**config.mk**
```make
export PLATFORM = sky130hd
export DESIGN_NAME = sysbus_router
export DESIGN_NICKNAME = d
export VERILOG_FILES = /design/src/rtl/sysbus_pkg.sv /design/src/rtl/sysbus_ctrl.sv /design/src/rtl/sysbus_dpath.sv /design/src/rtl/sysbus_router.sv
export SDC_FILE = /design/constraint.sdc
export NUM_CORES = 1
export LEC_CHECK = 0
export BUFFER_PORTS_ARGS = -buffer_cell sky130_fd_sc_hd__buf_4
export CAP_MARGIN = 20
export CORE_AREA = 2 2 64 66
export DETAILED_ROUTE_END_ITERATION = 8
export DIE_AREA = 0 0 66 68
export MAX_ROUTING_LAYER = met4
export PLACE_DENSITY_LB_ADDON = 0.25
export SKIP_LAST_GASP = 1
export SLEW_MARGIN = 20
export SYNTH_ARGS = -nofsm -noshare
export SYNTH_HDL_FRONTEND = slang
export SYNTH_SLANG_ARGS = --single-unit
```
**constraint.sdc**
```tcl
create_clock -name clk -period 6.2 [get_ports clk]
set_input_delay 1.24 -clock clk [delete_from_list [all_inputs] [get_ports clk]]
set_output_delay 1.24 -clock clk [all_outputs]
set_load 0.01 [all_outputs]
```
**src/rtl/sysbus_pkg.sv**
```systemverilog
`timescale 1ns/1ps
package sysbus_pkg;

  // Target codes; code k (k >= 1) maps to select bit k-1
  typedef enum logic [2:0] {
    TGT_NONE = 3'd0,
    TGT_RAM  = 3'd1,
    TGT_VID  = 3'd2,
    TGT_SND  = 3'd3,
    TGT_PAD  = 3'd4,
    TGT_CART = 3'd5
  } tgt_e;

  localparam int NUM_TGT = 5;

  // Region limits of the address map
  localparam logic [15:0] RAM_LAST   = 16'h1FFF;
  localparam logic [15:0] VID_LAST   = 16'h3FFF;
  localparam logic [15:0] IO_FIRST   = 16'h4000;
  localparam logic [15:0] CART_FIRST = 16'h4020;
  localparam logic [4:0]  SND_LAST_OFS = 5'h13;
  localparam logic [4:0]  DEAD_OFS     = 5'h14;
  localparam logic [4:0]  SND_STAT_OFS = 5'h15;
  localparam logic [4:0]  PAD0_OFS     = 5'h16;
  localparam logic [4:0]  PAD1_OFS     = 5'h17;

  // Strobes from control to datapath
  typedef struct packed {
    logic access;
    logic isWrite;
    tgt_e src;
  } ctl_s;

endpackage

```
**src/rtl/sysbus_ctrl.sv**
```systemverilog
`timescale 1ns/1ps
module sysbus_ctrl
  import sysbus_pkg::*;
#(
  parameter int ADDR_W = 16,
  parameter int RAM_AW = 11,
  parameter int VID_AW = 3,
  parameter int SND_AW = 5,
  parameter int PAD_AW = 1
) (
  input  logic                clk,
  input  logic                rstN,
  input  logic [ADDR_W-1:0]   cpuAddr,
  input  logic                cpuRd,
  input  logic                cpuWr,
  output ctl_s                ctl,
  output logic [NUM_TGT-1:0]  selVec,
  output logic [RAM_AW-1:0]   ramAddr,
  output logic [VID_AW-1:0]   vidAddr,
  output logic [SND_AW-1:0]   sndAddr,
  output logic [PAD_AW-1:0]   padAddr,
  output logic                vidWrNotify
);

  localparam int IO_OFS_W = 5;

  logic                access;
  logic                inVid;
  logic [IO_OFS_W-1:0] ioOfs;
  tgt_e                tgt;

  assign access = cpuRd | cpuWr;
  assign ioOfs  = cpuAddr[IO_OFS_W-1:0];
  assign inVid  = (cpuAddr > RAM_LAST) && (cpuAddr <= VID_LAST);

  // Region decode; write takes precedence when both strobes are high
  always_comb begin
    tgt = TGT_NONE;
    if (access) begin
      if (cpuAddr <= RAM_LAST)         tgt = TGT_RAM;
      else if (cpuAddr <= VID_LAST)    tgt = TGT_VID;
      else if (cpuAddr >= CART_FIRST)  tgt = TGT_CART;
      else if (cpuAddr >= IO_FIRST) begin
        unique case (ioOfs)
          DEAD_OFS:     tgt = TGT_NONE;
          SND_STAT_OFS: tgt = TGT_SND;
          PAD0_OFS:     tgt = TGT_PAD;
          PAD1_OFS:     tgt = cpuWr ? TGT_SND : TGT_PAD;
          default:      tgt = (ioOfs <= SND_LAST_OFS) ? TGT_SND : TGT_NONE;
        endcase
      end
    end
  end

  assign ctl.access  = access;
  assign ctl.isWrite = cpuWr;
  assign ctl.src     = tgt;

  // One select line per target code
  for (genvar gi = 0; gi < NUM_TGT; gi++) begin : g_sel
    assign selVec[gi] = (tgt == tgt_e'(gi + 1));
  end

  // Per-region mirroring by truncation
  assign ramAddr = cpuAddr[RAM_AW-1:0];
  assign vidAddr = cpuAddr[VID_AW-1:0];
  assign sndAddr = cpuAddr[SND_AW-1:0];
  assign padAddr = cpuAddr[PAD_AW-1:0];

  assign vidWrNotify = cpuWr && inVid;

  // Assertions
  p_onehot_sel_r10: assert property (@(posedge clk) disable iff (!rstN)
    $onehot0(selVec));

  p_idle_nosel_r10: assert property (@(posedge clk) disable iff (!rstN)
    !(cpuRd || cpuWr) |-> (selVec == '0));

  p_dead_write_r6: assert property (@(posedge clk) disable iff (!rstN)
    (cpuWr && cpuAddr == 16'h4014) |-> (selVec == '0));

  p_pad1_write_r4: assert property (@(posedge clk) disable iff (!rstN)
    (cpuWr && cpuAddr == 16'h4017) |-> (selVec[2] && !selVec[3]));

endmodule

```
**src/rtl/sysbus_dpath.sv**
```systemverilog
`timescale 1ns/1ps
module sysbus_dpath
  import sysbus_pkg::*;
#(
  parameter int DATA_W = 8
) (
  input  logic              clk,
  input  logic              rstN,
  input  ctl_s              ctl,
  input  logic [DATA_W-1:0] cpuWrData,
  input  logic [DATA_W-1:0] ramRdData,
  input  logic [DATA_W-1:0] vidRdData,
  input  logic [DATA_W-1:0] sndRdData,
  input  logic [DATA_W-1:0] padRdData,
  input  logic [DATA_W-1:0] cartRdData,
  output logic [DATA_W-1:0] cpuRdData,
  output logic [DATA_W-1:0] busData
);

  logic [DATA_W-1:0] openBus;
  logic [DATA_W-1:0] rdMux;

  // Read return path; unmapped reads fall back to the latch
  always_comb begin
    unique case (ctl.src)
      TGT_RAM:  rdMux = ramRdData;
      TGT_VID:  rdMux = vidRdData;
      TGT_SND:  rdMux = sndRdData;
      TGT_PAD:  rdMux = padRdData;
      TGT_CART: rdMux = cartRdData;
      default:  rdMux = openBus;
    endcase
  end

  assign cpuRdData = rdMux;
  assign busData   = ctl.isWrite ? cpuWrData : rdMux;

  // Open-bus latch
  always_ff @(posedge clk) begin
    if (!rstN)           openBus <= '0;
    else if (ctl.access) openBus <= busData;
  end

  // Assertions
  p_latch_hold_r7: assert property (@(posedge clk) disable iff (!rstN)
    !ctl.access |=> $stable(openBus));

  p_latch_follow_r7: assert property (@(posedge clk) disable iff (!rstN)
    ctl.access |=> (openBus == $past(busData)));

  p_write_snoop_r11: assert property (@(posedge clk) disable iff (!rstN)
    ctl.isWrite |-> (busData == cpuWrData));

endmodule

```
**src/rtl/sysbus_router.sv**
```systemverilog
`timescale 1ns/1ps
module sysbus_router
  import sysbus_pkg::*;
#(
  parameter int ADDR_W = 16,
  parameter int DATA_W = 8,
  parameter int RAM_AW = 11,
  parameter int VID_AW = 3,
  parameter int SND_AW = 5,
  parameter int PAD_AW = 1
) (
  input  logic              clk,
  input  logic              rstN,
  input  logic [ADDR_W-1:0] cpuAddr,
  input  logic              cpuRd,
  input  logic              cpuWr,
  input  logic [DATA_W-1:0] cpuWrData,
  output logic [DATA_W-1:0] cpuRdData,
  output logic              ramSel,
  output logic [RAM_AW-1:0] ramAddr,
  input  logic [DATA_W-1:0] ramRdData,
  output logic              vidSel,
  output logic [VID_AW-1:0] vidAddr,
  input  logic [DATA_W-1:0] vidRdData,
  output logic              sndSel,
  output logic [SND_AW-1:0] sndAddr,
  input  logic [DATA_W-1:0] sndRdData,
  output logic              padSel,
  output logic [PAD_AW-1:0] padAddr,
  input  logic [DATA_W-1:0] padRdData,
  output logic              cartSel,
  input  logic [DATA_W-1:0] cartRdData,
  output logic              vidWrNotify,
  output logic              snoopValid,
  output logic              snoopWrite,
  output logic [ADDR_W-1:0] snoopAddr,
  output logic [DATA_W-1:0] snoopData
);

  ctl_s               ctl;
  logic [NUM_TGT-1:0] selVec;
  logic [DATA_W-1:0]  busData;

  sysbus_ctrl #(
    .ADDR_W(ADDR_W), .RAM_AW(RAM_AW), .VID_AW(VID_AW),
    .SND_AW(SND_AW), .PAD_AW(PAD_AW)
  ) u_ctrl (
    .clk(clk), .rstN(rstN),
    .cpuAddr(cpuAddr), .cpuRd(cpuRd), .cpuWr(cpuWr),
    .ctl(ctl), .selVec(selVec),
    .ramAddr(ramAddr), .vidAddr(vidAddr), .sndAddr(sndAddr), .padAddr(padAddr),
    .vidWrNotify(vidWrNotify)
  );

  sysbus_dpath #(.DATA_W(DATA_W)) u_dpath (
    .clk(clk), .rstN(rstN), .ctl(ctl), .cpuWrData(cpuWrData),
    .ramRdData(ramRdData), .vidRdData(vidRdData), .sndRdData(sndRdData),
    .padRdData(padRdData), .cartRdData(cartRdData),
    .cpuRdData(cpuRdData), .busData(busData)
  );

  assign ramSel  = selVec[0];
  assign vidSel  = selVec[1];
  assign sndSel  = selVec[2];
  assign padSel  = selVec[3];
  assign cartSel = selVec[4];

  assign snoopValid = ctl.access;
  assign snoopWrite = ctl.isWrite;
  assign snoopAddr  = cpuAddr;
  assign snoopData  = busData;

  // Assertions
  p_snoop_every_r8: assert property (@(posedge clk) disable iff (!rstN)
    (cpuRd || cpuWr) |-> (snoopValid && snoopAddr == cpuAddr));

  p_vid_notify_r9: assert property (@(posedge clk) disable iff (!rstN)
    vidWrNotify |-> (cpuWr && vidSel));

endmodule

```
==> impl_metrics.csv, run 1 <==
group,metric,value,unit
clock_network,clk-insertion-delay-late,0.23,ns
cells_and_area,largest_reg_flops,8,
floorplanning,io_pins,128,
pwr,peakVddDrop,0.0993,mV
min_path,hold_path.class,"flip-flop to flip-flop",
pwr,clkPwrFrac,21.8,%
cells_and_area,biggestRegsByFlops,"u_dpath.openBus: 8 flops",
global_routing,grt_pass1_vias,1724,
worst_setup_path,cp_common_cell,"buf_4",
clock_network,cts.htree.levels,1,
global_routing,gr-usage-all-layers,23.4,%
placed_design,dp_slack,0.946,ns
sta,tightest_slew,1.12,ns
sta,finalHoldViolCount,0,
worst_setup_path,ff2ff_path_depth,2,
pwr,p_int,191,uW
logic_synthesis,syn_nets,265,
cells_and_area,area_growth,48.2,%
worst_setup_path,cpPeakStageDelay,0.78,ns
logic_synthesis,yosysUniqueCellTypes,39,
logic_synthesis,synth_top_cells_by_area,"buf_4 (19%), dfxtp_1 (11%), a2111oi_2 (6.9%)",
route,drc,0,
global_routing,grt_start_max_net_pins,30,
sta,max_slew_margin,24.5,%
worst_setup_path,critPathArrivalTime,4.04,ns
floorplanning,core,3860,um2
cells_and_area,fin_nets,351,
sta,skew,0,ns
logic_synthesis,avgSynthCellArea,7.73,um2
pwr,powerDensity,132,nW/um2
logic_synthesis,synth.cell_area,1520,um2
cells_and_area,diodes,0,
logic_synthesis,ys_seq_area_share,10.5,%
pwr,p_leak,0.975,nW
pwr,sw_frac_of_total,35.9,%
logic_synthesis,synth_common_cells,"buf_4 (38), nor2_1 (18), nor3_1 (17), nor2b_1 (10), nand3_1 (9)",
worst_setup_path,cp_top_family,"compound AO/OA/AOI/OAI gates",
clock_network,ctsResizeCount,0,
pwr,power_frac_seq,19.7,%
status,outcome,"finished, final reports clean",
clock_network,postCtsSetupBuffers,0,
sta,setup_viol,0,
placed_design,placed_cell_area,2220,um2
worst_setup_path,path_cells,"buf_4, nor4_2, nand3_1, o41a_1, mux2_2, a2111oi_2, nor3_1, buf_4",
flow_run,drv_cap,0,
clock_network,cts.clk_slew.worst_paths,0.04,ns
sta,fmax,189,MHz
sta,setup_tns,0,ns
logic_synthesis,yosysTopAreaCell,"buf_4",
placed_design,dpl.hpwl,3.90,mm
worst_setup_path,path_max_fanout,17,
route,finalWirelength,5.02,mm
route,wl_per_cell,15.2,um
clock_network,cts-root-buf,"clkbuf_8",
floorplanning,die_y,68,um
sta,hold_slack,0.671,ns
floorplanning,die_area,4490,um2
route,vias,1842,
min_path,hold_depth,2,
sta,period_needed,5.28,ns
worst_setup_path,cp-end-kind,"output pin",
worst_setup_path,crit_cells,8,
logic_synthesis,netlist_instances,197,
placed_design,gp_congestion,0.795,
cells_and_area,max_flop_register,"u_dpath.openBus",
logic_synthesis,ys_ff_latch,8,
route,drt_first_pass_iters,4,
route,vias_per_cell,5.56,
worst_setup_path,crit_buf_inv,2,
placed_design,portBuffers,127,
pwr,switching_power,107,uW
sta,finalCritPeriodShare,85.2,%
worst_setup_path,criticalPathCategory,"primary input to output pin",
route,drt_iter0_markers,98,
logic_synthesis,synthArstFlopShare,0,%
floorplanning,die_w,66,um
sta,setup_slack,0.918,ns
global_routing,grt_pass1_wl,7.88,mm
pwr,pwr-share-comb,58.5,%
clock_network,cts_tree,"yes",
global_routing,antenna_found_initial,0,
clock_network,cts_hold_buf,0,
worst_setup_path,worst_setup_path_start_kind,"primary input",
placed_design,placed_cells,328,
floorplanning,initial_core_util,39.5,%
sta,maxSlewViolCount,0,
logic_synthesis,synth_top_area_share,18.7,%
worst_setup_path,crit_slowest_cell,"o41a_1",
route,ant_nets,0,
clock_network,clockBufferDepth,2,
cells_and_area,stdcell_count,331,
logic_synthesis,synth_edf_count,0,
worst_setup_path,required,4.96,ns
global_routing,grt_overflow,0,
clock_network,cts_buffers,3,
cells_and_area,drive_gt1_share,55.9,%
floorplanning,rows,23,
logic_synthesis,yosys_warnings,0,
logic_synthesis,synthFlopType,"dfxtp_1",
sta,grt_setup_unrepaired,"false",
cells_and_area,fin_area,2260,um2
clock_network,clock_sinks,8,
logic_synthesis,yosysMostFrequentCell,"buf_4",
per-stage QoR:
step | total power, mW | utilization (%)
after floorplan | 0.160 | -
after global placement | 0.233 | 57.5
after detailed placement | 0.234 | 57.5
after CTS | 0.301 | 58.5
after global routing | 0.318 | 58.5
final | 0.297 | 58.5
kinds of logic after synthesis:
group | Yosys count | share of synthesized area (%)
DFF | 8 | 10.5
muxes | 8 | 6.16
buffers and inverters | 49 | 22.2
and+or+nand+nor | 75 | 28.8
AOI/OAI and AO/OA | 57 | 32.4
per-layer routing:
| metal | global-route usage, % | part of all wire (%) | wire length [um] |
|---|---|---|---|
| met5 | - | 0 | 0 |
| met4 | 6.63 | 2.0 | 99 |
| met3 | 5.10 | 8.6 | 434 |
| met2 | 42.9 | 52 | 2590 |
| met1 | 25.6 | 38 | 1890 |
final timing paths:
path | start | to | slack, ns
setup / recovery | cpuAddr[10] | snoopData[5] | 0.92
hold / removal | u_dpath.openBus[4]$_SDFFE_PN0N_ | u_dpath.openBus[4]$_SDFFE_PN0N_ | 0.67
setup reg to reg | u_dpath.openBus[1]$_SDFFE_PN0N_ | u_dpath.openBus[1]$_SDFFE_PN0N_ | 5.41
hold reg to reg | u_dpath.openBus[4]$_SDFFE_PN0N_ | u_dpath.openBus[4]$_SDFFE_PN0N_ | 0.67
final cells by class:
class	count	area, um2
timing repair buffer	128	961
multi-input combinational	140	1020
tap	50	62.6
sequential	8	160
inverter	2	7.51
fill	373	1600
clock buffer	3	41.3
worst register-to-register path: cells and delay by family (launching register included):
| family | cells | cell delay, ns |
|---|---|---|
| DFF | 1 | 0.32 |
| and+or+nand+nor | 2 | 0.36 |
power by group through the flow:
| stage | Sequential [mW] | Clock (mW) | Combinational, mW |
|---|---|---|---|
| CTS | 0.0585 | 0.0668 | 0.175 |
| global placement | 0.0593 | 0 | 0.173 |
| global route | 0.0591 | 0.0692 | 0.190 |
| finish | 0.0585 | 0.0649 | 0.174 |
| detailed placement | 0.0594 | 0 | 0.175 |
| floorplan | 0.0591 | 0 | 0.101 |
layout by cell type (no fill, tap or decap), types with 2 or more instances in the layout:
master / count
a2111oi_2: 7
a211oi_1: 8
a21oi_1: 2
a22o_1: 8
a31oi_1: 8
and3_1: 2
buf_4: 128
clkbuf_8: 3
dfxtp_1: 8
inv_1: 2
mux2_2: 7
nand3_1: 9
nor2_1: 18
nor2_2: 2
nor2b_1: 10
nor3_1: 17
nor4_2: 2
nor4b_1: 8
o211ai_1: 8
o21ai_0: 8
Note: power is estimated with default switching activity, not from simulation.
==> run 2: changes to the inputs <==
Settings changed: CORE_AREA 2 2 64 66 to 2 2 63 65, DIE_AREA 0 0 66 68 to 0 0 65 67, SYNTH_HIERARCHICAL from default to 1.
==> impl_metrics.csv, run 2 <==
group,metric,value,unit
placed_design,dpl.hpwl,3.72,mm
route,drt_first_pass_iters,4,
global_routing,gr-usage-all-layers,21.1,%
worst_setup_path,worst_setup_path_start_kind,"primary input",
sta,finalCritPeriodShare,83.3,%
global_routing,antenna_found_initial,0,
worst_setup_path,cp-end-kind,"output pin",
logic_synthesis,synthFlopType,"dfxtp_1",
clock_network,cts_tree,"yes",
floorplanning,die_y,67,um
floorplanning,die_area,4360,um2
logic_synthesis,avgSynthCellArea,7.78,um2
sta,skew,0,ns
logic_synthesis,synth_edf_count,0,
sta,setup_slack,1.04,ns
logic_synthesis,netlist_instances,191,
logic_synthesis,synthArstFlopShare,0,%
clock_network,cts_buffers,3,
worst_setup_path,r2r_slack,5.35,ns
worst_setup_path,crit_cells,10,
worst_setup_path,crit_buf_inv,2,
cells_and_area,diodes,0,
global_routing,grt_start_max_net_pins,25,
logic_synthesis,yosysUniqueCellTypes,50,
sta,finalHoldViolCount,0,
route,vias_per_cell,5.22,
sta,max_slew_margin,50.2,%
logic_synthesis,ys_seq_area_share,10.8,%
cells_and_area,max_flop_register,"u_dpath/openBus",
clock_network,cts_hold_buf,0,
worst_setup_path,critPathArrivalTime,3.92,ns
logic_synthesis,synth_top_area_share,19.2,%
sta,setup_tns,0,ns
pwr,powerDensity,139,nW/um2
worst_setup_path,criticalPathCategory,"primary input to output pin",
flow_run,drv_cap,0,
clock_network,ctsResizeCount,0,
status,outcome,"finished, final reports clean",
cells_and_area,biggestRegsByFlops,"u_dpath/openBus: 8 flops",
clock_network,cts.clk_slew.worst_paths,0.04,ns
sta,fmax,194,MHz
cells_and_area,n_fill_cell,368,
min_path,hold_path.class,"flip-flop to flip-flop",
clock_network,postCtsSetupBuffers,0,
route,drc,0,
logic_synthesis,yosysTopAreaCell,"buf_4",
placed_design,portBuffers,127,
pwr,peakVddDrop,0.0834,mV
cells_and_area,area_growth,48.5,%
sta,period_needed,5.16,ns
clock_network,cts-root-buf,"clkbuf_8",
min_path,worstHoldEndpoint,"u_dpath/openBus[4]$_SDFFE_PN0P_",
min_path,hold_depth,2,
worst_setup_path,crit_slowest_cell,"or4_4",
worst_setup_path,cp_top_family,"compound AO/OA/AOI/OAI gates",
cells_and_area,mostFrequentLayoutCell,"buf_4",
placed_design,dp_slack,1.07,ns
worst_setup_path,ff2ff_path_depth,3,
sta,setup_viol,0,
cells_and_area,fin_nets,344,
clock_network,clock_sinks,8,
clock_network,cts.htree.levels,1,
worst_setup_path,cp_common_cell,"buf_4",
placed_design,gp_congestion,0.801,
pwr,finalPower,307,uW
cells_and_area,drive_gt1_share,60.2,%
cells_and_area,largest_reg_flops,8,
logic_synthesis,synth_common_cells,"buf_4 (38), nand2_1 (14), inv_1 (12), a21oi_1 (11), dfxtp_1 (8)",
floorplanning,rows,22,
global_routing,grt_pass1_vias,1588,
floorplanning,initial_core_util,41.2,%
worst_setup_path,critPathLaunch,"cpuAddr[13]",
worst_setup_path,cpPeakStageDelay,0.54,ns
worst_setup_path,required,4.96,ns
global_routing,grt_pass1_wl,7.04,mm
logic_synthesis,yosys_warnings,6,
worst_setup_path,path_max_fanout,7,
clock_network,clockBufferDepth,2,
route,ant_nets,0,
worst_setup_path,path_cells,"buf_4, or4_4, nor4_4, mux2i_2, a211oi_2, nor2_1, a222oi_1, o2bb2ai_2, o21ai_2, buf_4",
floorplanning,die_w,65,um
route,wl_per_cell,14.0,um
floorplanning,io_pins,128,
sta,maxSlewViolCount,0,
sta,grt_setup_unrepaired,"false",
route,finalWirelength,4.51,mm
min_path,min_from,"u_dpath/openBus[4]$_SDFFE_PN0P_",
sta,hold_slack,0.559,ns
global_routing,grt_overflow,0,
worst_setup_path,regToRegStartpoint,"u_dpath/openBus[7]$_SDFFE_PN0P_",
route,vias,1681,
pwr,p_leak,1.07,nW
clock_network,clk-insertion-delay-late,0.23,ns
logic_synthesis,ys_ff_latch,8,
logic_synthesis,syn_nets,259,
cells_and_area,layout_common_cells,"buf_4 (131), nand2_1 (14), inv_1 (12), a21oi_1 (11), dfxtp_1 (8)",
sta,tightest_slew,0.746,ns
logic_synthesis,synth_top_cells_by_area,"buf_4 (19%), dfxtp_1 (11%), o221ai_1 (4.1%)",
route,drt_iter0_markers,149,
floorplanning,core,3610,um2
worst_setup_path,r2r_end,"u_dpath/openBus[7]$_SDFFE_PN0P_",
logic_synthesis,yosysMostFrequentCell,"buf_4",
logic_synthesis,synth.cell_area,1490,um2
## run 2: where the power goes
group | switching [mW] | leakage, nW | internal, mW
Clock | 0.0206 | 0.0216 | 0.0421
Combinational | 0.0844 | 0.985 | 0.0994
Sequential | 0.00358 | 0.0668 | 0.0569
## run 2: cell type report
class,instances,area (um2),area share [%]
well taps,48,60.1,2.72
repair buffers,131,983,44.6
multi-input cells,120,916,41.5
flip-flops and latches,8,160,7.26
clock buffers,3,41.3,1.87
inverters,12,45.0,2.04
## run 2: cell families after synthesis
logic type,Yosys count,synth area share (%)
buffers and inverters,63,27.9
AO/OA/AOI/OAI,62,33.5
AND/OR/NAND/NOR,53,23.8
flip-flops,8,10.8
multiplexers,5,3.96
## run 2: worst register-to-register path, stage by stage (launching register included)
cell     delay (ns)
dfxtp_1        0.34
a21oi_1        0.05
a31o_2         0.25
a21oi_1        0.13
## run 2: layer usage
layer  track usage (%)  routed length (um)
met4              2.39                  14
met1              25.0                1790
met5                 -                   0
met3              5.57                 434
met2              37.0                2270
## run 2: per-stage QoR
stage / area (um2) / cells / utilization (%)
floorplan: 1490 / 191 / -
global placement: 2160 / 319 / 60.0
detailed placement: 2160 / 319 / 60.0
CTS: 2210 / 322 / 61.2
global route: 2210 / 322 / 61.2
finish: 2210 / 322 / 61.2
## run 2: how the worst max path moves through the flow
stage,slack (ns),endpoint
6_report,1.04,snoopData[6]
5_1_grt,0.83,cpuRdData[1]
4_1_cts,1.05,snoopData[6]
3_5_place_dp,1.07,snoopData[6]
3_3_place_gp,1.14,snoopData[6]
2_1_floorplan,1.60,snoopData[2]
==> run 3: changes to the inputs <==
Settings changed: ABC_AREA from default to 1, CORE_AREA 2 2 63 65 to 2 2 66 68, DIE_AREA 0 0 65 67 to 0 0 68 70.
Clock period 6.2 ns to 5.26 ns, I/O delays scaled along.
==> impl_metrics.csv, run 3 <==
group,metric,value,unit
logic_synthesis,synth_edf_count,0,
logic_synthesis,synth_common_cells,"nand4_1 (40), buf_4 (38), nand2_1 (27), nand2_2 (20), nand3_1 (18)",
status,outcome,"finished, final reports clean",
worst_setup_path,required,4.21,ns
floorplanning,initial_core_util,37.7,%
logic_synthesis,yosysMostFrequentCell,"nand4_1",
cells_and_area,mostFrequentLayoutCell,"buf_4",
route,vias,1775,
cells_and_area,biggestRegsByFlops,"u_dpath/openBus: 8 flops",
worst_setup_path,cp-end-kind,"output pin",
clock_network,clock_sinks,8,
cells_and_area,max_flop_register,"u_dpath/openBus",
logic_synthesis,synthAdderAreaFrac,0,%
worst_setup_path,criticalPathCategory,"primary input to output pin",
clock_network,postCtsSetupBuffers,0,
route,finalWirelength,4.42,mm
cells_and_area,layout_common_cells,"buf_4 (128), nand4_1 (40), nand2_1 (27), nand2_2 (20), nand3_1 (18)",
placed_design,portBuffers,127,
route,vias_per_cell,4.77,
logic_synthesis,syn_nets,304,
worst_setup_path,critPathArrivalTime,3.19,ns
min_path,hold_depth,2,
worst_setup_path,r2r_slack,4.38,ns
global_routing,grt_pass1_vias,1584,
cells_and_area,fin_nets,390,
global_routing,grt_pass1_wl,6.96,mm
logic_synthesis,synth.cell_area,1560,um2
sta,max_slew_margin,48.5,%
worst_setup_path,r2r_end,"u_dpath/openBus[0]$_SDFFE_PN0P_",
cells_and_area,postLayoutCoreUtil,54.3,%
floorplanning,die_y,70,um
floorplanning,die_area,4760,um2
logic_synthesis,synthFlopType,"dfxtp_1",
global_routing,antenna_found_initial,0,
clock_network,cts_hold_buf,0,
route,drt_first_pass_iters,4,
worst_setup_path,worst_setup_path_start_kind,"primary input",
pwr,peakVddDrop,0.143,mV
placed_design,dpl.hpwl,3.67,mm
logic_synthesis,synth_compound_area_share,8.50,%
clock_network,clockBufferDepth,2,
sta,maxSlewViolCount,0,
clock_network,cts_tree,"yes",
min_path,hold_path.class,"flip-flop to flip-flop",
cells_and_area,area_growth,44.2,%
route,drc,0,
worst_setup_path,critPathLaunch,"cpuAddr[13]",
sta,fmax,236,MHz
logic_synthesis,synth_top_cells_by_area,"buf_4 (18%), nand4_1 (16%), dfxtp_1 (10%)",
clock_network,clk-insertion-delay-late,0.22,ns
placed_design,dp_slack,1.04,ns
sta,skew,0,ns
placed_design,placed_cell_area,2210,um2
flow_run,drv_cap,0,
floorplanning,io_pins,128,
cells_and_area,n_fill_cell,427,
sta,setup_viol,0,
cells_and_area,diodes,0,
cells_and_area,largest_reg_flops,8,
sta,finalHoldViolCount,0,
worst_setup_path,path_max_fanout,19,
logic_synthesis,synthArstFlopShare,0,%
floorplanning,die_w,68,um
sta,setup_tns,0,ns
logic_synthesis,yosys_warnings,6,
sta,setup_slack,1.02,ns
logic_synthesis,yosysUniqueCellTypes,25,
global_routing,gr-usage-all-layers,18.8,%
logic_synthesis,yosys.area_share.simple,50.7,%
logic_synthesis,synth_top_family_by_area,"simple AND/OR/NAND/NOR gates",
clock_network,cts-root-buf,"clkbuf_8",
placed_design,gp_congestion,0.862,
pwr,p_leak,1.20,nW
clock_network,cts_buffers,3,
cells_and_area,fin_area,2250,um2
cells_and_area,drive_gt1_share,58.8,%
logic_synthesis,ys_ff_latch,8,
pwr,powerDensity,162,nW/um2
route,ant_nets,0,
clock_network,ctsResizeCount,0,
logic_synthesis,avgSynthCellArea,6.61,um2
sta,finalCritPeriodShare,80.6,%
logic_synthesis,netlist_instances,236,
floorplanning,rows,24,
sta,tightest_slew,0.771,ns
logic_synthesis,yosysTopAreaCell,"buf_4",
clock_network,cts.clk_slew.worst_paths,0.04,ns
logic_synthesis,synth_top_area_share,18.3,%
floorplanning,core,4140,um2
global_routing,grt_overflow,0,
worst_setup_path,regToRegStartpoint,"u_dpath/openBus[0]$_SDFFE_PN0P_",
logic_synthesis,ys_seq_area_share,10.3,%
logic_synthesis,synth_mux_area_share,0,%
route,drt_iter0_markers,109,
route,wl_per_cell,11.9,um
worst_setup_path,cp-endpoint,"snoopData[6]",
sta,grt_setup_unrepaired,"false",
logic_synthesis,yosys.area_share.xor_xnor,0,%
global_routing,grt_start_max_net_pins,21,
clock_network,cts.htree.levels,1,
sta,hold_slack,0.538,ns
worst_setup_path,ff2ff_path_depth,4,
sta,period_needed,4.24,ns
## run 3: area by class of cell
type	count	area, um2	share of cell area [%]
inverters	21	98.8	4.39
multi-input cells	160	923	41.0
flip-flops and latches	8	160	7.12
repair buffers	128	961	42.7
well taps	52	65.1	2.89
clock buffers	3	41.3	1.84
## run 3: logic make-up after synthesis
family / after synthesis
AO/OA/AOI/OAI: 19
buffers and inverters: 68
flip-flops: 8
AND/OR/NAND/NOR: 141
## run 3: metrics by stage
| step | instances | power, mW |
|---|---|---|
| 3_5_place_dp | 369 | 0.295 |
| 5_1_grt | 372 | 0.394 |
| 4_1_cts | 372 | 0.369 |
| 3_3_place_gp | 369 | 0.294 |
| 2_1_floorplan | 236 | 0.209 |
| 6_report | 372 | 0.366 |
## run 3: routing by layer
| layer | global-route usage, % | wire (um) | up-vias | part of all wire [%] |
|---|---|---|---|---|
| met1 | 25.1 | 2050 | 765 | 46 |
| met4 | 7.11 | 85 | 0 | 1.9 |
| met5 | - | 0 | - | 0 |
| met3 | 1.61 | 269 | 8 | 6.1 |
| met2 | 29.1 | 2010 | 64 | 46 |
| li1 | - | - | 938 | - |
## run 3: how the worst min path moves through the flow
stage	startpoint	end	slack, ns
finish	u_dpath/openBus[1]$_SDFFE_PN0P_	u_dpath/openBus[1]$_SDFFE_PN0P_	0.54
global route	u_dpath/openBus[1]$_SDFFE_PN0P_	u_dpath/openBus[1]$_SDFFE_PN0P_	0.58
CTS	u_dpath/openBus[1]$_SDFFE_PN0P_	u_dpath/openBus[1]$_SDFFE_PN0P_	0.54
detailed placement	u_dpath/openBus[1]$_SDFFE_PN0P_	u_dpath/openBus[1]$_SDFFE_PN0P_	0.52
global placement	u_dpath/openBus[1]$_SDFFE_PN0P_	u_dpath/openBus[1]$_SDFFE_PN0P_	0.52
floorplan	u_dpath/openBus[1]$_SDFFE_PN0P_	u_dpath/openBus[1]$_SDFFE_PN0P_	0.50
## run 3: critical path, stage by stage
cell and delay, ns:
buf_4 0.13, nor2_1 0.09, nand3_1 0.09, o21ai_2 0.20, nand3_2 0.14, inv_1 0.60
inv_8 0.09, nand3_4 0.15, clkinv_4 0.12, nand2_2 0.08, nand4_1 0.14, nand2_2 0.12
inv_1 0.04, buf_4 0.13
## run 3: power by group
group          switching, mW  internal, mW  total (mW)
combinational          0.115         0.108       0.223
sequential           0.00350        0.0671      0.0706
clock                 0.0227        0.0494      0.0721
